`src/rtl/cfgwb_pkg.sv`:
```
// Shared constants and state types for the warm-boot command receiver.
// Assumes the decoded (bit-order-restored) 32-bit word space.
package cfgwb_pkg;
    localparam int unsigned WORD_W = 32;

    localparam logic [WORD_W-1:0] SYNC_WORD  = 32'hAA995566;
    localparam logic [WORD_W-1:0] HDR_START  = 32'h30020001;
    localparam logic [WORD_W-1:0] HDR_CMD    = 32'h30008001;
    localparam logic [WORD_W-1:0] CMD_REPROG = 32'h0000000F;

    // Which register the next accepted word belongs to.
    typedef enum logic [1:0] {
        PEND_NONE  = 2'd0,
        PEND_START = 2'd1,
        PEND_CMD   = 2'd2
    } pend_e;

    // Boot sequencer phases.
    typedef enum logic [1:0] {
        BS_CLEAR = 2'd0,
        BS_FETCH = 2'd1,
        BS_RUN   = 2'd2,
        BS_HALT  = 2'd3
    } boot_e;
endpackage

```
`src/rtl/cfgwb_unswap.sv`:
```
// Restores bit order inside each byte lane of a port word.
// Purely combinational; assumes the word width is a whole number of bytes.
module cfgwb_unswap #(
    parameter int unsigned LANES = 4
) (
    input  logic [8*LANES-1:0] raw,
    output logic [8*LANES-1:0] fixed
);
    // Mirror the bits of every lane.
    for (genvar b = 0; b < LANES; b++) begin : g_lane
        for (genvar i = 0; i < 8; i++) begin : g_bit
            assign fixed[8*b+i] = raw[8*b+7-i];
        end
    end
endmodule

```
`src/rtl/cfgwb_parser.sv`:
```
// Packet parser: waits for sync, then decodes one-word writes to the
// start address and command registers. Emits a one-cycle reprogram pulse.
// Assumes wr_en is already qualified by the port enable and write select.
module cfgwb_parser
    import cfgwb_pkg::*;
(
    input  logic              clk,
    input  logic              rst_n,
    input  logic              hold,
    input  logic              wr_en,
    input  logic [WORD_W-1:0] word,
    output logic [WORD_W-1:0] start_addr,
    output logic              reprog
);
    logic  synced;
    pend_e pend;

    // Sync tracking, packet state and reprogram pulse.
    always_ff @(posedge clk) begin
        if (!rst_n) begin
            synced <= 1'b0;
            pend   <= PEND_NONE;
            reprog <= 1'b0;
        end else begin
            reprog <= 1'b0;
            if (hold) begin
                synced <= 1'b0;
                pend   <= PEND_NONE;
            end else if (wr_en) begin
                if (!synced) begin
                    synced <= (word == SYNC_WORD);
                end else begin
                    unique case (pend)
                        PEND_START: pend <= PEND_NONE;
                        PEND_CMD: begin
                            pend <= PEND_NONE;
                            if (word == CMD_REPROG) begin
                                reprog <= 1'b1;
                                synced <= 1'b0;
                            end
                        end
                        default: begin
                            if (word == HDR_START)
                                pend <= PEND_START;
                            else if (word == HDR_CMD)
                                pend <= PEND_CMD;
                        end
                    endcase
                end
            end
        end
    end

    // Start address register: cleared only by power-up reset.
    always_ff @(posedge clk) begin
        if (!rst_n)
            start_addr <= '0;
        else if (!hold && wr_en && synced && pend == PEND_START)
            start_addr <= word;
    end
endmodule

```
`src/rtl/cfgwb_boot_seq.sv`:
```
// Reboot sequencer: clears for CLR_CYCLES, fetches at the start address,
// retries once at base zero on error, halts if the fallback fails too.
// Assumes load_done/load_error are only meaningful while fetching.
module cfgwb_boot_seq
    import cfgwb_pkg::*;
#(
    parameter int unsigned CLR_CYCLES = 8
) (
    input  logic              clk,
    input  logic              rst_n,
    input  logic              reprog,
    input  logic [WORD_W-1:0] start_addr,
    input  logic              load_done,
    input  logic              load_error,
    output logic              init_n,
    output logic              done,
    output logic              fetch_req,
    output logic [WORD_W-1:0] fetch_addr,
    output logic              fallback_boot,
    output logic              running
);
    localparam int unsigned CNT_W = (CLR_CYCLES > 1) ? $clog2(CLR_CYCLES) : 1;
    localparam logic [CNT_W-1:0] CNT_LAST = CNT_W'(CLR_CYCLES - 1);

    boot_e            st;
    logic [CNT_W-1:0] cnt;
    logic             use_base;

    // Phase transitions, clear timer, attempt selection and boot status.
    always_ff @(posedge clk) begin
        if (!rst_n) begin
            st            <= BS_CLEAR;
            cnt           <= '0;
            use_base      <= 1'b0;
            fallback_boot <= 1'b0;
        end else begin
            unique case (st)
                BS_CLEAR: begin
                    if (cnt == CNT_LAST) begin
                        st  <= BS_FETCH;
                        cnt <= '0;
                    end else begin
                        cnt <= cnt + 1'b1;
                    end
                end
                BS_FETCH: begin
                    if (load_done) begin
                        st            <= BS_RUN;
                        fallback_boot <= use_base;
                    end else if (load_error) begin
                        if (use_base)
                            st <= BS_HALT;
                        else
                            use_base <= 1'b1;
                    end
                end
                BS_RUN: begin
                    if (reprog) begin
                        st       <= BS_CLEAR;
                        cnt      <= '0;
                        use_base <= 1'b0;
                    end
                end
                default: st <= BS_HALT;
            endcase
        end
    end

    // Output decode from the phase.
    always_comb begin
        init_n     = (st == BS_FETCH) || (st == BS_RUN);
        done       = (st == BS_RUN);
        running    = (st == BS_RUN);
        fetch_req  = (st == BS_FETCH);
        fetch_addr = use_base ? '0 : {start_addr[23:0], 8'h00};
    end
endmodule

```
`src/rtl/cfg_warmboot_rx.sv`:
```
// Top of the warm-boot command receiver: bit-order restore, packet parser
// and reboot sequencer. Words are accepted only while an image is running.
module cfg_warmboot_rx #(
    parameter int unsigned CLR_CYCLES = 8
) (
    input  logic        clk,
    input  logic        rst_n,
    input  logic        cfg_en_n,
    input  logic        cfg_rd,
    input  logic [31:0] cfg_data,
    input  logic        load_done,
    input  logic        load_error,
    output logic        init_n,
    output logic        done,
    output logic        fetch_req,
    output logic [31:0] fetch_addr,
    output logic        fallback_boot
);
    logic [31:0] word;
    logic [31:0] start_addr;
    logic        reprog;
    logic        running;
    logic        wr_en;

    // Port write qualifier.
    assign wr_en = !cfg_en_n && !cfg_rd;

    cfgwb_unswap #(.LANES(4)) unswap_i (
        .raw   (cfg_data),
        .fixed (word)
    );

    cfgwb_parser parser_i (
        .clk        (clk),
        .rst_n      (rst_n),
        .hold       (!running),
        .wr_en      (wr_en),
        .word       (word),
        .start_addr (start_addr),
        .reprog     (reprog)
    );

    cfgwb_boot_seq #(.CLR_CYCLES(CLR_CYCLES)) seq_i (
        .clk           (clk),
        .rst_n         (rst_n),
        .reprog        (reprog),
        .start_addr    (start_addr),
        .load_done     (load_done),
        .load_error    (load_error),
        .init_n        (init_n),
        .done          (done),
        .fetch_req     (fetch_req),
        .fetch_addr    (fetch_addr),
        .fallback_boot (fallback_boot),
        .running       (running)
    );
endmodule

```
`config.mk`:
```
export PLATFORM = sky130hd
export DESIGN_NAME = cfg_warmboot_rx
export DESIGN_NICKNAME = d
export VERILOG_FILES = /design/src/rtl/cfgwb_pkg.sv /design/src/rtl/cfgwb_unswap.sv /design/src/rtl/cfgwb_parser.sv /design/src/rtl/cfgwb_boot_seq.sv /design/src/rtl/cfg_warmboot_rx.sv
export SDC_FILE = /design/constraint.sdc
export NUM_CORES = 1
export LEC_CHECK = 0
export BUFFER_PORTS_ARGS = -buffer_cell sky130_fd_sc_hd__buf_2
export CORE_MARGIN = 4
export CORE_UTILIZATION = 47
export CTS_CLUSTER_SIZE = 25
export DETAILED_ROUTE_END_ITERATION = 16
export GPL_TIMING_DRIVEN = 0
export PLACE_DENSITY = 0.77
export RECOVER_POWER = 100
export SYNTH_ARGS = -nofsm -noshare
export SYNTH_HDL_FRONTEND = slang
export SYNTH_HIERARCHICAL = 1
export SYNTH_SLANG_ARGS = --single-unit
```
`constraint.sdc`:
```
create_clock -name clk -period 1.9 [get_ports clk]
set_input_delay 0.38 -clock clk [delete_from_list [all_inputs] [get_ports clk]]
set_output_delay 0.38 -clock clk [all_outputs]
set_load 0.02 [all_outputs]
```
==> results.yml, run 1 <==
floorplanning:
  dieArea_sq_um: 5890
  core-area_sq_um: 4470
  ioPinCount: 74
  fp.dieH_microns: 76.8
  rows: 24
  fp.dieW_microns: 76.8
  initial_core_util_pct: 49.7
power_and_ir_drop:
  p_int_uw: 1390
  ir_drop_v: 0.000350
  combPwrFrac_pct: 36.9
  switchingPower_uw: 765
  p_leak_uw: 0.00112
  seqPwrFrac_pct: 39.4
  p_clk_share_pct: 23.8
  swShare_pct: 35.5
  power_density_nw_per_um2: 839
route:
  vias: 1858
  wirelength_microns: 4990
  routedWlPerCell_microns: 13.3
  vias_per_cell: 4.97
  ant_nets: 0
  drc_errors: 0
  firstDrtPassIters: 4
  drt_iter0_markers: 62
worst_setup_path:
  critPathMaxFanout: 5
  crit_cells: 5
  r2r_slack_ns: 0.08
  slowest_stage: "or4b_1"
  crit_chain: "buf_4, or4b_1, nor4_2, a31oi_1, o31a_1"
  path_delay_family: "simple AND/OR/NAND/NOR gates"
  end_kind: "register"
  rr_startpoint: "seq_i/st[0]$_SDFFE_PN0P_"
  reg2reg_to: "parser_i/start_addr[18]$_SDFFE_PN0P_"
  worst_r2r_path_depth: 8
  crit_end: "parser_i/pend[1]$_SDFFE_PP0P_"
  path_buf_inv: 1
  startpoint_type: "input pin"
  worstSetupStartpoint: "cfg_data[28]"
  cp.arrival_ns: 2.00
  worstSetupPathType: "input pin to register"
  cpPeakStageDelay_ns: 0.56
  crit_required_ns: 2.08
final_layout:
  antennaDiodeCount: 0
  layout-drive-gt1-share_pct: 26.1
  nets: 368
  syn_to_final_growth_pct: 15.7
  fill_cells: 429
placed_design:
  io_buffers: 33
  dp_hpwl_microns: 3890
  place.gp.congestion: 0.756
grt:
  grt_pass1_wl_microns: 8170
  grt_overflow_total: 0
  grt_use_total_pct: 17.2
  grt_max_degree: 14
  grt_antenna_before_repair: 0
  grt_pass1_vias: 1849
clock_network:
  h-tree-depth: 2
  clock_latency_ns: 0.29
  cts_tree: "yes"
  clkSinkCount: 35
  clockBufferDepth: 2
  clkSlewWorstSetupHoldPaths_ns: 0.06
  cts_made_buffers: 5
  hold_buffers: 0
  clockRootBuffer: "clkbuf_8"
synthesis:
  synth_warnings: 6
  synthesis.area_sq_um: 2220
  synth_area_per_cell_sq_um: 8.14
  synth_cells: 273
status:
  outcome: "finished clean"
sta:
  tns_ns: 0
  clock_skew_ns: 0.00253
  fin_crit_sh_pct: 96.1
  worst_pin_slew_ns: 0.549
  period_needed_ns: 1.83
  slew-limit-headroom_pct: 63.1
  hold_viol: 0
  setup_violations: 0
  holdWs_ns: 0.356
  max_freq_ghz: 0.548
  report.final.slew_viol_count: 0
run:
  maxCapViolCount: 0
min_path:
  hold_path.class: "input pin to register"
timing repair:
action	4_1_cts	5_1_grt
buffers inserted	0	1
endpoints found under the setup margin	27	22
gates resized for setup	5	17
hold endpoints to repair	0	0
per-stage QoR:
step           std cells  setup WS [ns]  util (%)  total power [uW]  cell area [sq um]
3_3_place_gp         365         -0.263      55.5              1630               2480
5_1_grt              374        -0.0319      57.5              2320               2570
3_5_place_dp         365         -0.299      55.5              1650               2480
4_1_cts              373         0.0178      57.5              2180               2570
6_report             374         0.0744      57.5              2160               2570
2_1_floorplan        280         0.0414         -              1470               2250
flip-flops by register name, indices dropped and copies added (netlist names):
register / flops
seq_i/st: 2
parser_i/reprog: 1
parser_i/start_addr: 24
seq_i/fallback_boot: 1
seq_i/cnt: 3
seq_i/use_base: 1
parser_i/pend: 2
parser_i/synced: 1
final cells by class:
cell class | count | area [sq um] | share of cell area (%)
tap | 52 | 65.1 | 2.53
timing repair buffer | 34 | 155 | 6.03
multi-input combinational | 186 | 1180 | 45.8
clock inverter | 1 | 5.00 | 0.195
sequential | 35 | 701 | 27.3
clock buffer | 7 | 76.3 | 2.97
inverter | 7 | 26.3 | 1.02
buffer | 52 | 364 | 14.2
worst min path at each step:
stage / slack (ns) / to / startpoint / cells after the start
final: 0.36 / parser_i/start_addr[4]$_SDFFE_PN0P_ / cfg_data[3] / 3
after global routing: 0.35 / parser_i/start_addr[4]$_SDFFE_PN0P_ / cfg_data[3] / 3
after CTS: 0.34 / parser_i/start_addr[7]$_SDFFE_PN0P_ / cfg_data[0] / 3
after detailed placement: 0.45 / parser_i/start_addr[15]$_SDFFE_PN0P_ / parser_i/start_addr[15]$_SDFFE_PN0P_ / 2
after global placement: 0.45 / parser_i/start_addr[17]$_SDFFE_PN0P_ / parser_i/start_addr[17]$_SDFFE_PN0P_ / 2
after floorplan: 0.44 / parser_i/start_addr[21]$_SDFFE_PN0P_ / parser_i/start_addr[21]$_SDFFE_PN0P_ / 2
worst register-to-register path, cell delays in order, from the launching register on:
cell and delay, ns:
dfxtp_1 0.39, inv_1 0.10, ha_2 0.25, buf_4 0.14, inv_1 0.13, nand4b_1 0.25, buf_4 0.23, nand2_1 0.06
a21boi_0 0.19
power groups by stage:
stage | registers [uW] | clock network (uW) | logic [uW]
floorplan | 847 | 0 | 625
global placement | 860 | 0 | 765
CTS | 848 | 536 | 798
finish | 849 | 512 | 795
global route | 856 | 572 | 895
detailed placement | 865 | 0 | 788
cell usage in the layout (no fill, tap or decap), types with 5 or more instances in the layout:
master and instances:
a21boi_0 25, and2b_1 8, buf_2 20, buf_4 43, clkbuf_1 21, clkbuf_8 5, conb_1 8, dfxtp_1 35
ha_1 8, inv_1 7, nand2_1 54, nand4_1 6, nor2_1 6, nor2b_1 19
routing by layer:
layer | track usage (%) | vias to the layer above | share of wire (%)
met5 | 0 | - | 0
met3 | 5.04 | 8 | 5.3
li1 | - | 969 | -
met2 | 30.9 | 42 | 50
met1 | 18.6 | 839 | 43
met4 | 7.25 | 0 | 1.6
(Power assumes the default switching activity.)
==> run 2, diff against run 1 <==
--- a/config.mk
+++ b/config.mk
@@ -7,11 +7,11 @@
 export LEC_CHECK = 0
 export BUFFER_PORTS_ARGS = -buffer_cell sky130_fd_sc_hd__buf_2
 export CORE_MARGIN = 4
-export CORE_UTILIZATION = 47
+export CORE_UTILIZATION = 48
 export CTS_CLUSTER_SIZE = 25
 export DETAILED_ROUTE_END_ITERATION = 16
 export GPL_TIMING_DRIVEN = 0
-export PLACE_DENSITY = 0.77
+export PLACE_DENSITY = 0.75
 export RECOVER_POWER = 100
 export SYNTH_ARGS = -nofsm -noshare
 export SYNTH_HDL_FRONTEND = slang
==> constraint.sdc (replaced) <==
create_clock -name clk -period 2.15 [get_ports clk]
set_input_delay 0.43 -clock clk [delete_from_list [all_inputs] [get_ports clk]]
set_output_delay 0.43 -clock clk [all_outputs]
set_load 0.02 [all_outputs]
==> run 2 against run 1 <==
Core utilization is essentially flat. Global-route usage shrank 0.44 points. Hold slack gained 0.050 ns. Count of clock-buffer cells in the layout is the same. Die area shrank 1.9%. Flip-flop and latch count is the same. Clock skew grew 0.0027 ns. Clock power shrank 10%. Non-clock buffer count shrank 1. Total power shrank 13%. Routed wire length shrank 2.8%. Critical path type is now register to output port.
==> results.yml, run 2 (synthesized netlist as in run 1, its figures left out) <==
final_layout:
  largest_reg_flops: 24
  top_regs: "parser_i/start_addr x24, seq_i/cnt x3"
  utilization_pct: 57.5
  nets: 367
  top_register: "parser_i/start_addr"
  layout-drive-gt1-share_pct: 24.0
  antennaDiodeCount: 0
  layout_commonest_cell: "nand2_1"
  syn_to_final_growth_pct: 14.2
  finalInstanceArea_sq_um: 2540
  layout_common_cells: "54 x nand2_1, 39 x buf_4, 35 x dfxtp_1, 27 x clkbuf_1, 25 x a21boi_0"
clock_network:
  cts_made_buffers: 5
  postCtsSetupBuffers: 0
  clkSinkCount: 35
  clkSlewWorstSetupHoldPaths_ns: 0.07
  cts_tree: "yes"
  clock_latency_ns: 0.29
  clockRootBuffer: "clkbuf_8"
  h-tree-depth: 2
  clockBufferDepth: 2
sta:
  grt_setup_unrepaired: "false"
  max_freq_ghz: 0.496
  slew-limit-headroom_pct: 60.7
  setup_ws_ns: 0.134
  period_needed_ns: 2.02
  hold_viol: 0
  tns_ns: 0
  worst_pin_slew_ns: 0.585
  report.final.slew_viol_count: 0
  clock_skew_ns: 0.00519
  fin_crit_sh_pct: 93.8
  setup_violations: 0
worst_setup_path:
  r2r_slack_ns: 0.27
  worst_r2r_path_depth: 8
  reg2reg_to: "parser_i/start_addr[18]$_SDFFE_PN0P_"
  crit_required_ns: 1.72
  worstSetupPathType: "register to output port"
  end_kind: "output port"
  cp.arrival_ns: 1.59
  startpoint_type: "register"
  rr_startpoint: "seq_i/st[0]$_SDFFE_PN0P_"
  critPathMaxFanout: 10
run:
  maxCapViolCount: 0
grt:
  grt_overflow_total: 0
  grt_pass1_vias: 1806
  grt_antenna_before_repair: 0
  grt_pass1_wl_microns: 8020
  grt_max_degree: 14
  grt_use_total_pct: 16.7
placed_design:
  dp_hpwl_microns: 3830
  place.gp.congestion: 0.824
  dp_slack_ns: -0.104
  placed_cell_area_sq_um: 2480
  io_buffers: 33
floorplanning:
  fp.dieW_microns: 76.0
  core-area_sq_um: 4410
  rows: 24
  dieArea_sq_um: 5780
  fp.dieH_microns: 76.0
  initial_core_util_pct: 50.3
  ioPinCount: 74
min_path:
  min_from: "cfg_data[10]"
  hold_depth: 3
  hold_end: "parser_i/start_addr[13]$_SDFFE_PN0P_"
  hold_path.class: "input pin to register"
power_and_ir_drop:
  p_int_uw: 1210
  seqPwrFrac_pct: 39.7
  combPwrFrac_pct: 35.9
  p_clk_share_pct: 24.4
  p_leak_uw: 0.00106
  ir_drop_v: 0.000283
  swShare_pct: 35.5
  switchingPower_uw: 669
  power_density_nw_per_um2: 742
  power_uw: 1880
route:
  routedWlPerCell_microns: 13.0
  drt_iter0_markers: 42
  ant_nets: 0
  firstDrtPassIters: 4
  wirelength_microns: 4850
  drc_errors: 0
  vias_per_cell: 5.02
  vias: 1874
status:
  outcome: "finished clean"
==> run 2: changes by cell type in the layout (fill, tap and decap cells not counted), sizes merged <==
| cell | before | now |
|---|---|---|
| buf | 63 | 46 |
| clkbuf | 30 | 46 |
==> run 2: layout make-up <==
cell class	instances	area, sq um
buffer	52	354
clock buffer	7	76.3
clock inverter	1	5.00
fill	430	1880
inverter	7	26.3
multi-input combinational	186	1170
sequential	35	701
tap	52	65.1
timing repair buffer	33	143
==> run 2: through the flow <==
stage / cells / hold slack, ns
CTS: 373 / 0.401
global route: 373 / 0.413
detailed placement: 365 / 0.453
floorplan: 280 / 0.439
finish: 373 / 0.405
global placement: 365 / 0.445
==> run 2: power by group through the flow <==
| stage | combinational, uW | sequential, uW | clock (uW) |
|---|---|---|---|
| floorplan | 549 | 748 | 0 |
| global route | 765 | 755 | 501 |
| CTS | 697 | 750 | 473 |
| global placement | 673 | 760 | 0 |
| finish | 676 | 748 | 459 |
| detailed placement | 687 | 763 | 0 |
==> run 2: critical path, stage by stage (launching register included) <==
cell and delay, ns:
dfxtp_1 0.47, clkbuf_1 0.44, and2b_1 0.24, buf_2 0.15
==> run 2: worst max path at each step <==
stage                                      startpoint  slack (ns)                              endpoint  cells past startpoint
final                     seq_i/use_base$_SDFFE_PN0P_        0.13                        fetch_addr[15]                      3
after global placement                         cfg_rd       -0.04  parser_i/start_addr[16]$_SDFFE_PN0P_                      7
after floorplan              seq_i/st[0]$_SDFFE_PN0P_        0.23  parser_i/start_addr[10]$_SDFFE_PN0P_                      8
after global routing      seq_i/use_base$_SDFFE_PN0P_        0.01                        fetch_addr[15]                      3
after detailed placement                       cfg_rd       -0.10  parser_i/start_addr[18]$_SDFFE_PN0P_                      7
after CTS                    seq_i/st[0]$_SDFFE_PN0P_        0.05  parser_i/start_addr[18]$_SDFFE_PN0P_                      8
==> run 2: routing by layer <==
metal / vias up / share of wire [%] / track usage [%]
li1: 959 / - / -
met1: 858 / 42 / 18.7
met2: 50 / 50 / 29.8
met3: 7 / 5.8 / 4.02
met4: 0 / 1.8 / 7.30
met5: - / 0 / 0
==> run 2: timing repair <==
action | CTS | global route
endpoints found under the setup margin | 17 | 18
resized for setup | 1 | 9
hold buffers | 0 | 0
==> run 3, diff against run 2 <==
--- a/config.mk
+++ b/config.mk
@@ -11,8 +11,9 @@
 export CTS_CLUSTER_SIZE = 25
 export DETAILED_ROUTE_END_ITERATION = 16
 export GPL_TIMING_DRIVEN = 0
-export PLACE_DENSITY = 0.75
+export PLACE_DENSITY = 0.74
 export RECOVER_POWER = 100
+export REMOVE_ABC_BUFFERS = 1
 export SYNTH_ARGS = -nofsm -noshare
 export SYNTH_HDL_FRONTEND = slang
 export SYNTH_HIERARCHICAL = 1
==> run 3 against run 2 <==
Core utilization fell by 3.3 points. Fmax is 9.9% higher. Critical endpoint is now parser_i/start_addr[8]$_SDFFE_PN0P_. Critical path depth grew 4. Clock skew decreased by 0.0015 ns.
==> results.yml, run 3 (synthesized netlist as in run 1, its figures left out) <==
status:
  outcome: "finished clean"
worst_setup_path:
  end_kind: "register"
  cpPeakStageDelay_ns: 0.38
  cp.arrival_ns: 2.03
  startpoint_type: "register"
  r2r_slack_ns: 0.32
  cp_common_cell: "inv_1"
  worst_r2r_path_depth: 7
  critPathMaxFanout: 8
  rr_startpoint: "seq_i/st[0]$_SDFFE_PN0P_"
  crit_chain: "inv_1, ha_1, inv_1, nand4b_1, clkbuf_1, nand2_1, a21boi_0"
  path_buf_inv: 3
  worstSetupPathType: "register to register"
  reg2reg_to: "parser_i/start_addr[8]$_SDFFE_PN0P_"
  slowest_stage: "dfxtp_1"
  path_delay_family: "buffers and inverters"
  crit_required_ns: 2.35
sta:
  fin_crit_sh_pct: 85.3
  hold_viol: 0
  clock_skew_ns: 0.00373
  period_needed_ns: 1.83
  max_freq_ghz: 0.545
  grt_setup_unrepaired: "false"
  setup_ws_ns: 0.315
  report.final.slew_viol_count: 0
  setup_violations: 0
route:
  vias: 1841
  routedWlPerCell_microns: 13.0
  firstDrtPassIters: 4
  drc_errors: 0
  drt_iter0_markers: 71
  vias_per_cell: 5.13
  ant_nets: 0
  wirelength_microns: 4680
grt:
  grt_pass1_vias: 1746
  grt_pass1_wl_microns: 7870
  grt_use_total_pct: 16.3
  grt_overflow_total: 0
  grt_max_degree: 33
  grt_antenna_before_repair: 0
power_and_ir_drop:
  ir_drop_v: 0.000445
  power_density_nw_per_um2: 749
  p_leak_uw: 0.000975
  power_uw: 1790
final_layout:
  layout_common_cells: "54 x nand2_1, 38 x buf_2, 34 x dfxtp_1, 29 x clkbuf_1, 25 x a21boi_0"
  largest_reg_flops: 24
  top_regs: "parser_i/start_addr x24, seq_i/cnt x3"
  syn_to_final_growth_pct: 7.71
  finalInstanceArea_sq_um: 2390
  top_register: "parser_i/start_addr"
  multi_input_comb_area_sq_um: 1190
  layout_commonest_cell: "nand2_1"
  regArea_sq_um: 702
  antennaDiodeCount: 0
  finalNonFillerCells: 359
  layout-drive-gt1-share_pct: 19.5
  fill_cells: 443
  nets: 355
floorplanning:
  ioPinCount: 74
  fp.dieH_microns: 76.0
  initial_core_util_pct: 50.3
  dieArea_sq_um: 5780
  fp.dieW_microns: 76.0
  rows: 24
  core-area_sq_um: 4410
min_path:
  hold_depth: 3
  hold_end: "parser_i/start_addr[18]$_SDFFE_PN0P_"
  hold_path.class: "input pin to register"
  min_from: "cfg_data[21]"
clock_network:
  clockBufferDepth: 2
  cts_tree: "yes"
  clockRootBuffer: "clkbuf_8"
  h-tree-depth: 2
  clkSinkCount: 35
  cts_made_buffers: 5
  clock_latency_ns: 0.28
  clkSlewWorstSetupHoldPaths_ns: 0.06
placed_design:
  dpl.cell_count: 346
  io_buffers: 65
  place.gp.congestion: 0.768
  dp_hpwl_microns: 3330
  dp_slack_ns: -0.211
  placed_cell_area_sq_um: 2310
run:
  maxCapViolCount: 0
run 3: worst max-delay path by stage:
stage / end / depth (start not counted) / startpoint
6_report: parser_i/start_addr[8]$_SDFFE_PN0P_ / 7 / seq_i/st[0]$_SDFFE_PN0P_
5_1_grt: parser_i/start_addr[11]$_SDFFE_PN0P_ / 7 / seq_i/st[0]$_SDFFE_PN0P_
4_1_cts: fetch_addr[31] / 2 / seq_i/use_base$_SDFFE_PN0P_
3_5_place_dp: parser_i/start_addr[0]$_SDFFE_PN0P_ / 6 / seq_i/st[0]$_SDFFE_PN0P_
3_3_place_gp: parser_i/start_addr[15]$_SDFFE_PN0P_ / 6 / cfg_rd
2_1_floorplan: parser_i/start_addr[0]$_SDFFE_PN0P_ / 6 / seq_i/st[0]$_SDFFE_PN0P_
run 3: report_power, final:
part	switching [uW]	internal, uW	leakage (uW)
logic	325	249	0.000655
registers	92.1	700	0.000283
clock network	211	215	0.0000371
total	628	1160	0.000975
run 3: worst min-delay path, cell delays in order:
cell and delay [ns]:
buf_2 0.10, nand2_1 0.04, a21boi_0 0.06
run 3: per-stage QoR:
stage | setup TNS, ns | hold slack, ns | util (%)
6_report | 0 | 0.396 | 54.2
5_1_grt | 0 | 0.403 | 54.2
4_1_cts | 0 | 0.392 | 54.2
3_5_place_dp | -4.36 | 0.453 | 52.2
3_3_place_gp | -30.16 | 0.446 | 51.9
2_1_floorplan | -10.06 | 0.439 | -
run 3: cell type report:
class                      count  share of cell area [%]
clock buffer                   6                    3.03
inverter                       7                    1.10
tap                           52                    2.72
timing repair buffer          72                    14.1
multi-input combinational    187                    49.7
sequential                    35                    29.3
run 3: timing repair:
| action | in CTS | in global routing |
|---|---|---|
| cloned | 1 | 0 |
| pin swaps | 0 | 1 |
| setup endpoints to repair | 24 | 32 |
| gates resized for setup | 1 | 1 |
| hold buffers | 0 | 0 |
| setup buffers | 0 | 6 |
run 3: routing by layer:
| metal | part of all wire [%] | track usage [%] |
|---|---|---|
| met5 | 0 | 0 |
| met4 | 1.8 | 6.41 |
| met3 | 6.6 | 4.61 |
| met2 | 46 | 27.1 |
| met1 | 46 | 19.8 |
